===== src/rtl/ps2_link_pkg.sv =====
package ps2_link_pkg;
  localparam int FRAME_BITS = 11;
  localparam int PAYLOAD_BITS = 9;
  typedef enum logic [1:0] {
    TX_IDLE  = 2'd0,
    TX_INHIB = 2'd1,
    TX_START = 2'd2,
    TX_SHIFT = 2'd3
  } tx_state_e;
endpackage


===== src/rtl/ps2_line_sync.sv =====
module ps2_line_sync #(
  parameter int LINES  = 2,
  parameter int STAGES = 2
) (
  input  logic             clk,
  input  logic             rst_n,
  input  logic [LINES-1:0] line_i,
  output logic [LINES-1:0] level_o,
  output logic [LINES-1:0] fall_o
);
  logic [LINES-1:0] pipe [STAGES+1];

  always_ff @(posedge clk or negedge rst_n) begin
    if (!rst_n) begin
      for (int k = 0; k <= STAGES; k++) pipe[k] <= '1;
    end else begin
      pipe[0] <= line_i;
      for (int k = 1; k <= STAGES; k++) pipe[k] <= pipe[k-1];
    end
  end

  assign level_o = pipe[STAGES-1];
  assign fall_o  = pipe[STAGES] & ~pipe[STAGES-1];
endmodule


===== src/rtl/ps2_rx_frame.sv =====
module ps2_rx_frame
  import ps2_link_pkg::*;
(
  input  logic       clk,
  input  logic       rst_n,
  input  logic       enable,
  input  logic       abort,
  input  logic       clk_fall,
  input  logic       dat_lvl,
  input  logic       rx_ready,
  output logic       rx_valid,
  output logic [7:0] rx_data,
  output logic       busy
);
  localparam int CW = $clog2(FRAME_BITS);

  logic [CW-1:0]           bit_cnt;
  logic [PAYLOAD_BITS-1:0] shreg;

  always_ff @(posedge clk or negedge rst_n) begin
    if (!rst_n) begin
      bit_cnt  <= '0;
      shreg    <= '0;
      rx_valid <= 1'b0;
      rx_data  <= '0;
    end else begin
      if (rx_valid && rx_ready) rx_valid <= 1'b0;
      if (abort || !enable) begin
        bit_cnt <= '0;
      end else if (clk_fall && !rx_valid) begin
        if (bit_cnt == '0) begin
          if (!dat_lvl) bit_cnt <= CW'(1);
        end else if (bit_cnt < CW'(FRAME_BITS - 1)) begin
          shreg   <= {dat_lvl, shreg[PAYLOAD_BITS-1:1]};
          bit_cnt <= bit_cnt + CW'(1);
        end else begin
          bit_cnt <= '0;
          if (dat_lvl && (^shreg)) begin
            rx_valid <= 1'b1;
            rx_data  <= shreg[7:0];
          end
        end
      end
    end
  end

  assign busy = (bit_cnt != '0);

  p_hold_stable_r5: assert property (@(posedge clk) disable iff (!rst_n)
    rx_valid && !rx_ready |=> rx_valid && $stable(rx_data));

  p_abort_clears_rx_r9: assert property (@(posedge clk) disable iff (!rst_n)
    abort |=> !busy);
endmodule


===== src/rtl/ps2_tx_frame.sv =====
module ps2_tx_frame
  import ps2_link_pkg::*;
#(
  parameter int INHIBIT_CYCLES = 25000
) (
  input  logic       clk,
  input  logic       rst_n,
  input  logic       abort,
  input  logic       start_ok,
  input  logic       clk_fall,
  input  logic       dat_lvl,
  input  logic       tx_valid,
  input  logic [7:0] tx_data,
  output logic       tx_ready,
  output logic       clk_oe,
  output logic       dat_oe,
  output logic       busy,
  output logic       nack
);
  localparam int TW = $clog2(INHIBIT_CYCLES + 1);
  localparam int SW = PAYLOAD_BITS + 1;
  localparam int CW = $clog2(SW + 1);

  tx_state_e     state;
  logic [TW-1:0] tmr;
  logic [SW-1:0] shreg;
  logic [CW-1:0] bit_cnt;
  logic          out_bit;

  assign tx_ready = (state == TX_IDLE) && start_ok;

  always_ff @(posedge clk or negedge rst_n) begin
    if (!rst_n) begin
      state   <= TX_IDLE;
      tmr     <= '0;
      shreg   <= '0;
      bit_cnt <= '0;
      out_bit <= 1'b1;
      nack    <= 1'b0;
    end else if (abort) begin
      state   <= TX_IDLE;
      out_bit <= 1'b1;
    end else begin
      unique case (state)
        TX_IDLE: if (tx_valid && tx_ready) begin
          shreg   <= {1'b1, ~(^tx_data), tx_data};
          tmr     <= '0;
          nack    <= 1'b0;
          out_bit <= 1'b1;
          state   <= TX_INHIB;
        end
        TX_INHIB: begin
          tmr <= tmr + TW'(1);
          if (tmr == TW'(INHIBIT_CYCLES - 1)) begin
            out_bit <= 1'b0;
            state   <= TX_START;
          end
        end
        TX_START: begin
          bit_cnt <= '0;
          state   <= TX_SHIFT;
        end
        TX_SHIFT: if (clk_fall) begin
          if (bit_cnt < CW'(SW)) begin
            out_bit <= shreg[0];
            shreg   <= shreg >> 1;
            bit_cnt <= bit_cnt + CW'(1);
          end else begin
            nack    <= dat_lvl;
            out_bit <= 1'b1;
            state   <= TX_IDLE;
          end
        end
        default: state <= TX_IDLE;
      endcase
    end
  end

  assign clk_oe = (state == TX_INHIB) || (state == TX_START);
  assign dat_oe = ((state == TX_START) || (state == TX_SHIFT)) && !out_bit;
  assign busy   = (state != TX_IDLE);

  p_clk_held_in_start_r6: assert property (@(posedge clk) disable iff (!rst_n)
    dat_oe && clk_oe |=> !clk_oe && dat_oe);

  p_drive_only_busy_r7: assert property (@(posedge clk) disable iff (!rst_n)
    dat_oe |-> busy);
endmodule


===== src/rtl/ps2_host_engine.sv =====
module ps2_host_engine #(
  parameter int INHIBIT_CYCLES = 25000,
  parameter int SYNC_STAGES    = 2
) (
  input  logic       clk,
  input  logic       rst_n,
  input  logic       ps2_clk_i,
  input  logic       ps2_dat_i,
  output logic       ps2_clk_oe,
  output logic       ps2_dat_oe,
  output logic       rx_valid,
  input  logic       rx_ready,
  output logic [7:0] rx_data,
  input  logic       tx_valid,
  output logic       tx_ready,
  input  logic [7:0] tx_data,
  input  logic       abort,
  output logic       link_writing,
  output logic       link_active,
  output logic       tx_nack
);
  logic [1:0] lvl, fall;
  logic       rx_busy, tx_busy, tx_clk_oe, tx_dat_oe;

  ps2_line_sync #(.LINES(2), .STAGES(SYNC_STAGES)) u_sync (
    .clk(clk), .rst_n(rst_n),
    .line_i({ps2_dat_i, ps2_clk_i}),
    .level_o(lvl), .fall_o(fall)
  );

  ps2_rx_frame u_rx (
    .clk(clk), .rst_n(rst_n), .enable(!tx_busy), .abort(abort),
    .clk_fall(fall[0]), .dat_lvl(lvl[1]), .rx_ready(rx_ready),
    .rx_valid(rx_valid), .rx_data(rx_data), .busy(rx_busy)
  );

  ps2_tx_frame #(.INHIBIT_CYCLES(INHIBIT_CYCLES)) u_tx (
    .clk(clk), .rst_n(rst_n), .abort(abort),
    .start_ok(!rx_busy && !rx_valid),
    .clk_fall(fall[0]), .dat_lvl(lvl[1]),
    .tx_valid(tx_valid), .tx_data(tx_data), .tx_ready(tx_ready),
    .clk_oe(tx_clk_oe), .dat_oe(tx_dat_oe), .busy(tx_busy), .nack(tx_nack)
  );

  assign ps2_clk_oe   = tx_clk_oe || rx_valid;
  assign ps2_dat_oe   = tx_dat_oe;
  assign link_writing = tx_busy;
  assign link_active  = tx_busy || rx_busy;

  p_inhibit_when_full_r4: assert property (@(posedge clk) disable iff (!rst_n)
    rx_valid |-> ps2_clk_oe);

  p_no_tx_while_full_r6: assert property (@(posedge clk) disable iff (!rst_n)
    rx_valid |-> !tx_ready);

  p_writing_implies_active_r10: assert property (@(posedge clk) disable iff (!rst_n)
    link_writing |-> link_active);

  p_abort_idle_r9: assert property (@(posedge clk) disable iff (!rst_n)
    abort |=> !link_active);
endmodule


===== config.mk =====
export PLATFORM = sky130hd
export DESIGN_NAME = ps2_host_engine
export DESIGN_NICKNAME = d
export VERILOG_FILES = /design/src/rtl/ps2_link_pkg.sv /design/src/rtl/ps2_line_sync.sv /design/src/rtl/ps2_rx_frame.sv /design/src/rtl/ps2_tx_frame.sv /design/src/rtl/ps2_host_engine.sv
export SDC_FILE = /design/constraint.sdc
export NUM_CORES = 1
export LEC_CHECK = 0
export BUFFER_PORTS_ARGS = -buffer_cell sky130_fd_sc_hd__buf_2
export CORE_MARGIN = 2
export CORE_UTILIZATION = 55
export CTS_BUF_LIST = sky130_fd_sc_hd__clkbuf_8
export CTS_CLUSTER_DIAMETER = 40
export DETAILED_ROUTE_END_ITERATION = 12
export PLACE_DENSITY = 0.77
export SYNTH_ARGS = -nofsm -noshare
export SYNTH_HDL_FRONTEND = slang
export SYNTH_SLANG_ARGS = --single-unit

===== constraint.sdc =====
create_clock -name clk -period 3 [get_ports clk]
set_input_delay 0.3 -clock clk [delete_from_list [all_inputs] [get_ports clk]]
set_output_delay 0.3 -clock clk [all_outputs]
set_load 0.03 [all_outputs]

== After elaboration in Yosys (flattened, before gate mapping) ==
Cells that the tools add are included.
Storage, ports and cells
  word-level logic and storage cells: 109
  bits in writable memories: 0
  bits of input ports: 15
  memories kept: 0
  bits in latches: 0
  output and inout bits: 15
  memory bits (read-only): 0
  register bits after elaboration: 60
Operators by class
  reduce and logical (&&, ||, !) cells: 35
  mux-type cells: 36
  bitwise logic cells: 7
  $mul: 0
  div/mod/pow operators: 0
  eq/ne operators: 13
  shifts and indexed selects: 0
  magnitude comparators: 2
  add/sub/neg operators: 3
Operator list (number)
  $mux W10: 3
  $pmux W15 S2: 1
  $mux W4: 7
  $pmux W10 S2: 1
  $reduce_and A4 Y1: 4
  $add A15 B1 Y15 const B: 1
  $eq A15 B15 Y1 const B: 1
  $mux W15: 1
  $reduce_and A5 Y1: 3
  $mux W1: 14
  $mux W2: 5
  $reduce_bool A2 Y1: 5
  $ne A3 B3 Y1 const B: 3
  $reduce_xor A9 Y1: 1
  $add A4 B1 Y4 const B: 2
  $lt A4 B4 Y1 const B: 2
  $pmux W2 S4: 1
  $pmux W4 S2: 1
  $reduce_bool A4 Y1: 2
  $reduce_xor A8 Y1: 1
  $logic_and A1 B1 Y1: 7
  $ne A2 B2 Y1 const B: 3
  $ne A3 B2 Y1 const B: 2
  $not A1 Y1: 6
  other kinds (12): 19

== Logic depth before layout (Yosys ltp) ==
Gate-level depths: netlist of the first run.
  depth in word-level cells: 8
  gate-level depth with buffers: 8
  mapped depth without buffers: 7

== Modules after synthesis ==
Synthesis of the first run repeated with hierarchy kept, for this count alone.
Unflattened totals
  cells, all modules: 304
  area, all modules: 3231.8 µm²
Modules (own cells, without submodules)
  ps2_tx_frame: sequential area each 827.0 µm², cells an instance 215, times used 1, area an instance 1973.1 µm²
  ps2_rx_frame: sequential area each 550.5 µm², cells an instance 75, times used 1, area an instance 1038.5 µm²
  ps2_line_sync: sequential area each 157.7 µm², cells an instance 10, times used 1, area an instance 200.2 µm²
  ps2_host_engine: sequential area each 0.0 µm², cells an instance 4, times used 1, area an instance 20.0 µm²

== Least setup slack after synthesis of the first run ==
OpenSTA, ideal clock, no wires.
  kind: reg-to-output
  start point: register u_tx.state[1]
  end point: output ps2_dat_oe
  slack: 0.760 ns
  stages on the path, launching flop included: 7
  data required time: 2.700 ns
  path buffers: 3
  arrival time: 1.940 ns
  path through: dfrtp_1 > ha_1 > clkbuf_1 > buf_1 > clkbuf_1 > nor2_1 > nor2_1
Between the ends
  longest elaborated chain between the ends: 3
  elaborated cells on any way between the ends: 4
  classes of those cells: eq/ne: 2; reduce/logical: 2
Ends and longest elaborated chain
  start, declared: line ps2_tx_frame.sv:24  | tx_state_e state;
  start signal, assigned: line ps2_tx_frame.sv:34  | state <= TX_IDLE;
  start signal, assigned: line ps2_tx_frame.sv:41  | state <= TX_IDLE;
  start signal, assigned: line ps2_tx_frame.sv:50  | state <= TX_INHIB;
  $eq A2 B2 Y1: line ps2_tx_frame.sv:80  | assign dat_oe = ((state == TX_START) || (state == TX_SHIFT)) && !out_bit;
  $logic_or A1 B1 Y1 *: line ps2_tx_frame.sv:80
  $logic_and A1 B1 Y1 *: line ps2_tx_frame.sv:80
  end, declared: line ps2_host_engine.sv:10  | output logic ps2_dat_oe,
Mark *: on every way between the ends. The rest lies on a longest branch, timed or not.

== Final worst setup path of the first run ==
  start point: register u_rx.bit_cnt[0]
  end point: register u_tx.tmr[14]
Between the ends
  longest elaborated chain between the ends: 7
Ends and longest elaborated chain
  start, declared: line ps2_rx_frame.sv:17  | logic [CW-1:0] bit_cnt;
  start signal, assigned: line ps2_rx_frame.sv:35  | bit_cnt <= bit_cnt + CW'(1);
  $reduce_bool A4 Y1: line ps2_rx_frame.sv:47  | assign busy = (bit_cnt != '0);
  $logic_not A1 Y1: line ps2_host_engine.sv:39  | .start_ok(!rx_busy && !rx_valid),
  $logic_and A1 B1 Y1: line ps2_host_engine.sv:39
  $logic_and A1 B1 Y1: line ps2_tx_frame.sv:30  | assign tx_ready = (state == TX_IDLE) && start_ok;
  $logic_and A1 B1 Y1: line ps2_tx_frame.sv:45  | TX_IDLE: if (tx_valid && tx_ready) begin
  $ne A2 B2 Y1 (no line)
  $reduce_and A3 Y1 (no line)
  end signal, assigned: line ps2_tx_frame.sv:53  | tmr <= tmr + TW'(1);
  end, declared: line ps2_tx_frame.sv:25  | logic [TW-1:0] tmr;
Every way passes these cells.
A chain may end at the register's enable or synchronous reset.

==> impl_results.md, run 1 <==
* Vias at between 2k and 2.5k
* Row count at 27
* CP cell instances: inv_1, ha_1, nor3b_4, a31oi_2, or2_2, or4_1, a21oi_1
* Area delta synth->final at 14.17%
* Pre-CTS setup slack at ~0.66 ns
* Antenna violations before repair at 0
* Pin count of the biggest net entering global routing at between 40 and 50
* Number of synthesized register bits at 60
* Maximum clock rate at ~0.42 GHz
* Syn_nets at 329
* Syn avg cell area at around 10 um2
* DIE HEIGHT at 79.70 um
* Post-route ant nets at 0
* Post-CTS Setup Bufs at 0
* IR drop worst, VDD at approximately 500 uV
* Leak pwr at 1.639 nW
* Data arrival time of the critical path at roughly 2.6 ns
* First-iteration detailed-routing DRC count at about 130
* Gr usage total at 0.2142
* Final core occ at 0.6535
* FF-to-FF setup slack at about 0.64 ns
* Total negative slack at 0 ns
* Distinct cells, synth at between 40 and 50
* Max-slew violation count at 0
* Least-Margin Pin Slew at 0.9645 ns
* Ant diodes at 0
* Register area share after synthesis at 0.4788
* Clock Sinks at 60
* Grt total ovfl at 0
* DIE WIDTH at roughly 80 um
* Post-CTS Hold Buffers at 0
* Synth cell count leaders: dfrtp_1 (54), nor2_1 (30), nand2_1 (24), o21ai_0 (20)
* CTS buffer count at 9
* Ys flop type: dfrtp_1
* I/O Pins at 30
* R2R Path Start: u_rx.bit_cnt[0]
* Setup crit start kind: flip-flop
* Root Driver: clkbuf_8
* Count leader, synth: dfrtp_1
* Min-delay src: ps2_clk_i
* Synth top area share at 0.4287
* Required @ worst endpoint at between 3 and 4 ns
* CP Depth at 7
* Pwr dens at 718.7 nW/um2
* Worst Hold Class: in -> reg
* Design area at 3598 um2
* CP bufs+invs at 1
* Crit path from: u_rx.bit_cnt[0]
* Global placement routability congestion at ~0.85
* Starting Density at 0.5724
* Top post-synthesis cells by area: dfrtp_1 (43%), mux2_2 (6.8%), xnor2_1 (5.3%)
* Final min period at roughly 2.4 ns
* Syn Inst Count at 306
* Max Cap Viol at 0
* Fillers at 438
* Slew HR at 0.3570
* FFs w/ async S/R, synth at 1.000
* CP Capture Type: flip-flop
* Die Footprint at ~6400 um2
* RSZ-0062 raised after global routing: false
* Nets at approximately 360
* Post-synth top area cell: dfrtp_1
* Slowest-stage cell, CP: or4_1
* Vias in the first global route at approximately 2.3k
* Drt pass-1 iters at 4
* First-pass GRT wire length at about 10000 um
* H-tree levels at 3
* Crit path max fanout at 10
* Post-synth EDFFs at 0
* Final Non-Filler Cells at 418
* TritonCTS clock tree: built
* Synth warn at 0
* Post-placement cell count at between 400 and 500
* CP top delay family: simple AND/OR/NAND/NOR gates
* Setup Crit Path Kind: reg -> reg
* Drt drc at 0
* Clock Pin Slew Worst Setup and Hold Paths at roughly 0.080 ns
* Synthesized cell area at ~3200 um2
* Cts repair resizes at 0
* Post-DR wirelength/cell at 14.38 um
* CTS max path bufs at 2
* Status: complete, no violations
* Final Hold Violating Endpoints at 0
* Worst Clk Skew at slightly below 0.008 ns
* Dpl hpwl at between 4000 and 5000 um
* Final setup margin at approximately 0.64 ns
* Core box area at approximately 5500 um2
* Clock Latency Late Sink at ~0.35 ns
* Worst Setup EP: u_tx.tmr[14]
* Drt via density at 5.600
* Post-DP Area at 3393 um2
* Register Area at 1509 um2
* Final period util at 0.7852
* PortBufs at 29
* Share of cells above drive strength 1 at 0.2486
* Worst R2R Path Depth at 7
* Setup violations, final at 0
* FF-to-FF End: u_tx.tmr[14]
* DRT Wirelength at 6010 um
* Area of the multi-input gates at roughly 1600 um2
* CP max stage delay at about 0.48 ns
==> layout make-up <==
cell class | count | area share
timing repair buffer | 35 | 0.05285
clock buffer | 9 | 0.03442
tap | 72 | 0.02503
sequential | 60 | 0.4193
inverter | 11 | 0.01147
multi-input combinational | 224 | 0.4343
clock inverter | 7 | 0.02260
==> report_power, final <==
| part | internal [mW] | total (mW) | leakage (nW) | switching (mW) |
|---|---|---|---|---|
| combinational | 0.311 | 0.834 | 0.757 | 0.522 |
| sequential | 0.927 | 1.00 | 0.781 | 0.0774 |
| clock | 0.396 | 0.748 | 0.101 | 0.352 |
| total | 1.63 | 2.59 | 1.64 | 0.952 |
==> per-layer routing <==
metal	global-route usage	wire length (um)	vias to the layer above
met5	0	0	-
met4	0.05690	70	0
met3	0.07466	288	7
met2	0.3471	2862	49
met1	0.2739	2789	1127
li1	-	-	1158
==> through the flow <==
stage	hold slack, ns	power, mW
6_report	0.04054	2.586
3_3_place_gp	0.3466	1.826
2_1_floorplan	0.004409	1.632
3_5_place_dp	0.3475	1.849
4_1_cts	0.02460	2.615
5_1_grt	0.01773	2.758
==> state kept, by name, summed over array words and instances, names as in the netlist <==
name,cells
u_tx.out_bit,1
u_rx.rx_data,8
u_tx.nack,1
u_sync.pipe,3
u_rx.rx_valid,1
u_tx.tmr,15
u_rx.bit_cnt,4
u_sync.level_o,2
u_tx.bit_cnt,4
u_tx.shreg,10
u_rx.shreg,9
u_tx.state,2
==> worst min-delay path by stage <==
stage / to / slack (ns) / depth (start not counted)
2_1_floorplan: u_rx.bit_cnt[0] / 0.004 / 0
3_3_place_gp: u_sync.level_o[0] / 0.35 / 0
3_5_place_dp: u_sync.level_o[0] / 0.35 / 0
4_1_cts: u_sync.pipe[4] / 0.02 / 1
5_1_grt: u_sync.pipe[4] / 0.02 / 1
6_report: u_sync.pipe[4] / 0.04 / 1
==> placed cells by master, fill, tap and decap left out, drive strengths merged, types with 2 or more instances in the layout <==
master and count:
xnor2 19, o21ai 20, mux2i 12, a221oi 2, nand2b 5, a31oi 2, nor3b 2, or2 2
nor4b 2, a21oi 19, a22o 6, or3 2, dfrtp 54, nor3 4, buf 35, nor4 7
ha 8, nor2 30, nand3 6, or4 3, nor2b 4, and2 4, inv 15, nand4 3
clkbuf 9, and3 3, nand2 24, mux2 20, dfstp 6, o31ai 7
==> kinds of logic after synthesis <==
logic type	share of synthesized area
DFF	0.4788
adders and majority gates	0.03176
AOI/OAI and AO/OA	0.1215
buffers and inverters	0.02739
muxes	0.1108
and+or+nand+nor	0.1671
xor gates and xnor gates	0.06272
No activity file was read; power rests on OpenSTA's default activity.
==> inputs of run 2 (changes only) <==
- PLACE_DENSITY: 0.77 -> 0.8
- clock period: 3 -> 1.9 ns (I/O delays scaled with it)
==> impl_results.md, run 2 (same netlist as run 1, synthesis figures left out) <==
* Status: complete, but fails checks
* Failing checks: negative setup slack
* Root Driver: clkbuf_8
* Global placement routability congestion at 0.9318 (+10%)
* M1 wire length at 3644 um (+31%)
* Commonest non-fill, non-tap cell in the layout: dfrtp_1
* First-iteration detailed-routing DRC count at 223 (+78%)
* CP bufs+invs at 0 (-1)
* Maximum clock rate at 0.4484 GHz (+5.6%)
* Setup Crit Path Kind: reg -> reg
* Max Cap Viol at 0 (unchanged)
* First-pass GRT wire length at 12900 um (+24%)
* CTS max path bufs at 2 (unchanged)
* Number of flip-flops in the largest register at 15 (unchanged)
* Clock Pin Slew Worst Setup and Hold Paths at 0.08 ns (about the same)
* Reg power frac at 0.330 (-0.058)
* Final setup margin at -0.3300 ns (-0.9745 ns)
* CTS buffer count at 9 (unchanged)
* H-tree levels at 3 (unchanged)
* Post-route ant nets at 0 (unchanged)
* RSZ-0062 raised after global routing: true
* Grt total ovfl at 0 (unchanged)
* Final min period at 2.230 ns (-0.1255 ns)
* Met2 routed WL at 4443 um (+55%)
* Pwr dens at 1103 nW/um2 (+54%)
* Largest regs: u_tx.tmr: 15 flops, u_tx.shreg: 10 flops, u_rx.shreg: 9 flops
* IR drop worst, VDD at 812.7 uV (+63%)
* CP cell instances: or4_1, or4_1, a32o_2, nor4_2, a221oi_2
* Slew HR at 0.6066 (+0.2495)
* Final period util at 1.174 (+0.3885)
* Design area at 4350 um2 (+21%)
* Final Non-Filler Cells at 472 (+13%)
* CP top delay family: simple AND/OR/NAND/NOR gates
* Nets at 418 (+15%)
* Post-DR wirelength/cell at 18.69 um (+30%)
* Top cell by count, worst path: or4_1
* Max-slew violation count at 0 (unchanged)
* Switching share of power at 0.3851 (+0.01693)
* Slowest-stage cell, CP: or4_1
* Drt drc at 0 (unchanged)
* TritonCTS clock tree: built
* Pin count of the biggest net entering global routing at 61 (+36%)
* Row count at 27 (unchanged)
* Core box area at 5507 um2 (unchanged)
* Antenna violations before repair at 0 (unchanged)
* Clock Sinks at 60 (unchanged)
* Final Hold Violating Endpoints at 0 (unchanged)
* Top reg by flops: u_tx.tmr
* Post-placement cell count at 442 (+10%)
* Dpl hpwl at 5032 um (+17%)
* Commonest cells after routing, fill and taps aside: dfrtp_1 (54), buf_4 (48), nor2_1 (28)
* Net load switching power at 1.849 mW (+94%)
* Ant diodes at 0 (unchanged)
* DRT Wirelength at 8824 um (+47%)
* Clock Latency Late Sink at 0.35 ns (about the same)
* Share of cells above drive strength 1 at 0.4200 (+0.1714)
* DIE HEIGHT at 79.70 um (unchanged)
* Clock power frac at 0.248 (-0.041)
* Data arrival time of the critical path at 2.49 ns (-0.13 ns)
* CP Capture Type: flip-flop
* Post-DP Area at 3759 um2 (+11%)
* Crit path max fanout at 5 (-5)
* Drt via density at 5.831 (+4.1%)
* Vias at 2752 (+18%)
* Leak pwr at 2.017 nW (+23%)
* Starting Density at 0.5724 (unchanged)
* Logic pwr share at 0.422 (+0.100)
* Internal power at 2.952 mW (+81%)
* PortBufs at 29 (unchanged)
* Die Footprint at 6352 um2 (unchanged)
* Final core occ at 0.7900 (+0.1366)
* Drt pass-1 iters at 5 (+1)
* CP max stage delay at 0.53 ns (+0.05 ns)
* Least-Margin Pin Slew at 0.5840 ns (-0.3805 ns)
* Highest metal used: met4
* Worst Clk Skew at 0.01570 ns (+0.007786 ns)
* Metal3 WL at 454 um (+58%)
* Gr usage total at 0.2694 (+0.05522)
* Setup violations, final at 22 (+22)
* DIE WIDTH at 79.70 um (unchanged)
* Area delta synth->final at 38.03%
* Vias in the first global route at 2673 (+16%)
* Setup crit start kind: flip-flop
* Required @ worst endpoint at 2.16 ns (-1.11 ns)
* I/O Pins at 30 (unchanged)
* Worst Hold Class: in -> reg
[run 2: cell types whose count changed in the layout (fill, tap and decap cells not counted), sizes merged]
cell,before,now
buf,35,85
clkinv,1,4
dlygate4sd3,0,3
inv,15,13
clkbuf,9,10
clkinvlp,1,0
[run 2: path summary, 6_finish.rpt]
kind	from	to	slack [ns]	cells past startpoint
max	u_tx.tmr[3]	u_tx.out_bit	-0.33	5
min	rx_ready	u_rx.rx_valid	0.01	2
max reg2reg	u_tx.tmr[3]	u_tx.out_bit	-0.33	5
min reg2reg	u_sync.pipe[5]	u_sync.level_o[1]	0.35	0
max in group asynchronous	rst_n	u_sync.pipe[4]	1.21	3
min in group asynchronous	rst_n	u_rx.rx_data[6]	0.38	3
[run 2: power groups by stage]
stage / Clock, mW / Combinational (mW) / Sequential, mW
finish: 1.19 / 2.03 / 1.58
global route: 1.26 / 2.17 / 1.60
CTS: 1.19 / 1.79 / 1.57
detailed placement: 0 / 1.70 / 1.59
global placement: 0 / 1.65 / 1.58
floorplan: 0 / 1.09 / 1.58
[run 2: cell type report]
cell class	count	area (um2)
clock inverter	7	75.07
fill	327	1156
timing repair buffer	89	671.9
tap	72	90.09
clock buffer	9	123.9
multi-input combinational	224	1839
inverter	11	41.29
sequential	60	1509
[run 2: metal layers]
layer  vias to the layer above  global-route usage
li1                       1265                   -
met1                      1359              0.3613
met2                        98              0.4235
met3                        30             0.04412
met4                         0              0.1362
met5                         -                   0
[run 2: metrics by stage]
step	TNS (ns)	total power [mW]	hold slack, ns	setup slack (ns)
global route	-4.191	5.028	0.0002904	-0.3941
finish	-1.999	4.800	0.01302	-0.3300
global placement	-4.231	3.230	0.2160	-0.2753
detailed placement	-7.938	3.294	0.2160	-0.4447
floorplan	-1.683	2.664	-0.1056	-0.2193
CTS	-0.7523	4.555	0.009780	-0.2674
[run 2: repair_timing]
action,CTS,global route
endpoints found under the setup margin,45,46
pin swaps,10,9
hold buffers,3,0
gates resized for setup,24,42
endpoints found under the hold margin,56,0
setup buffers,6,4
gates cloned,1,0
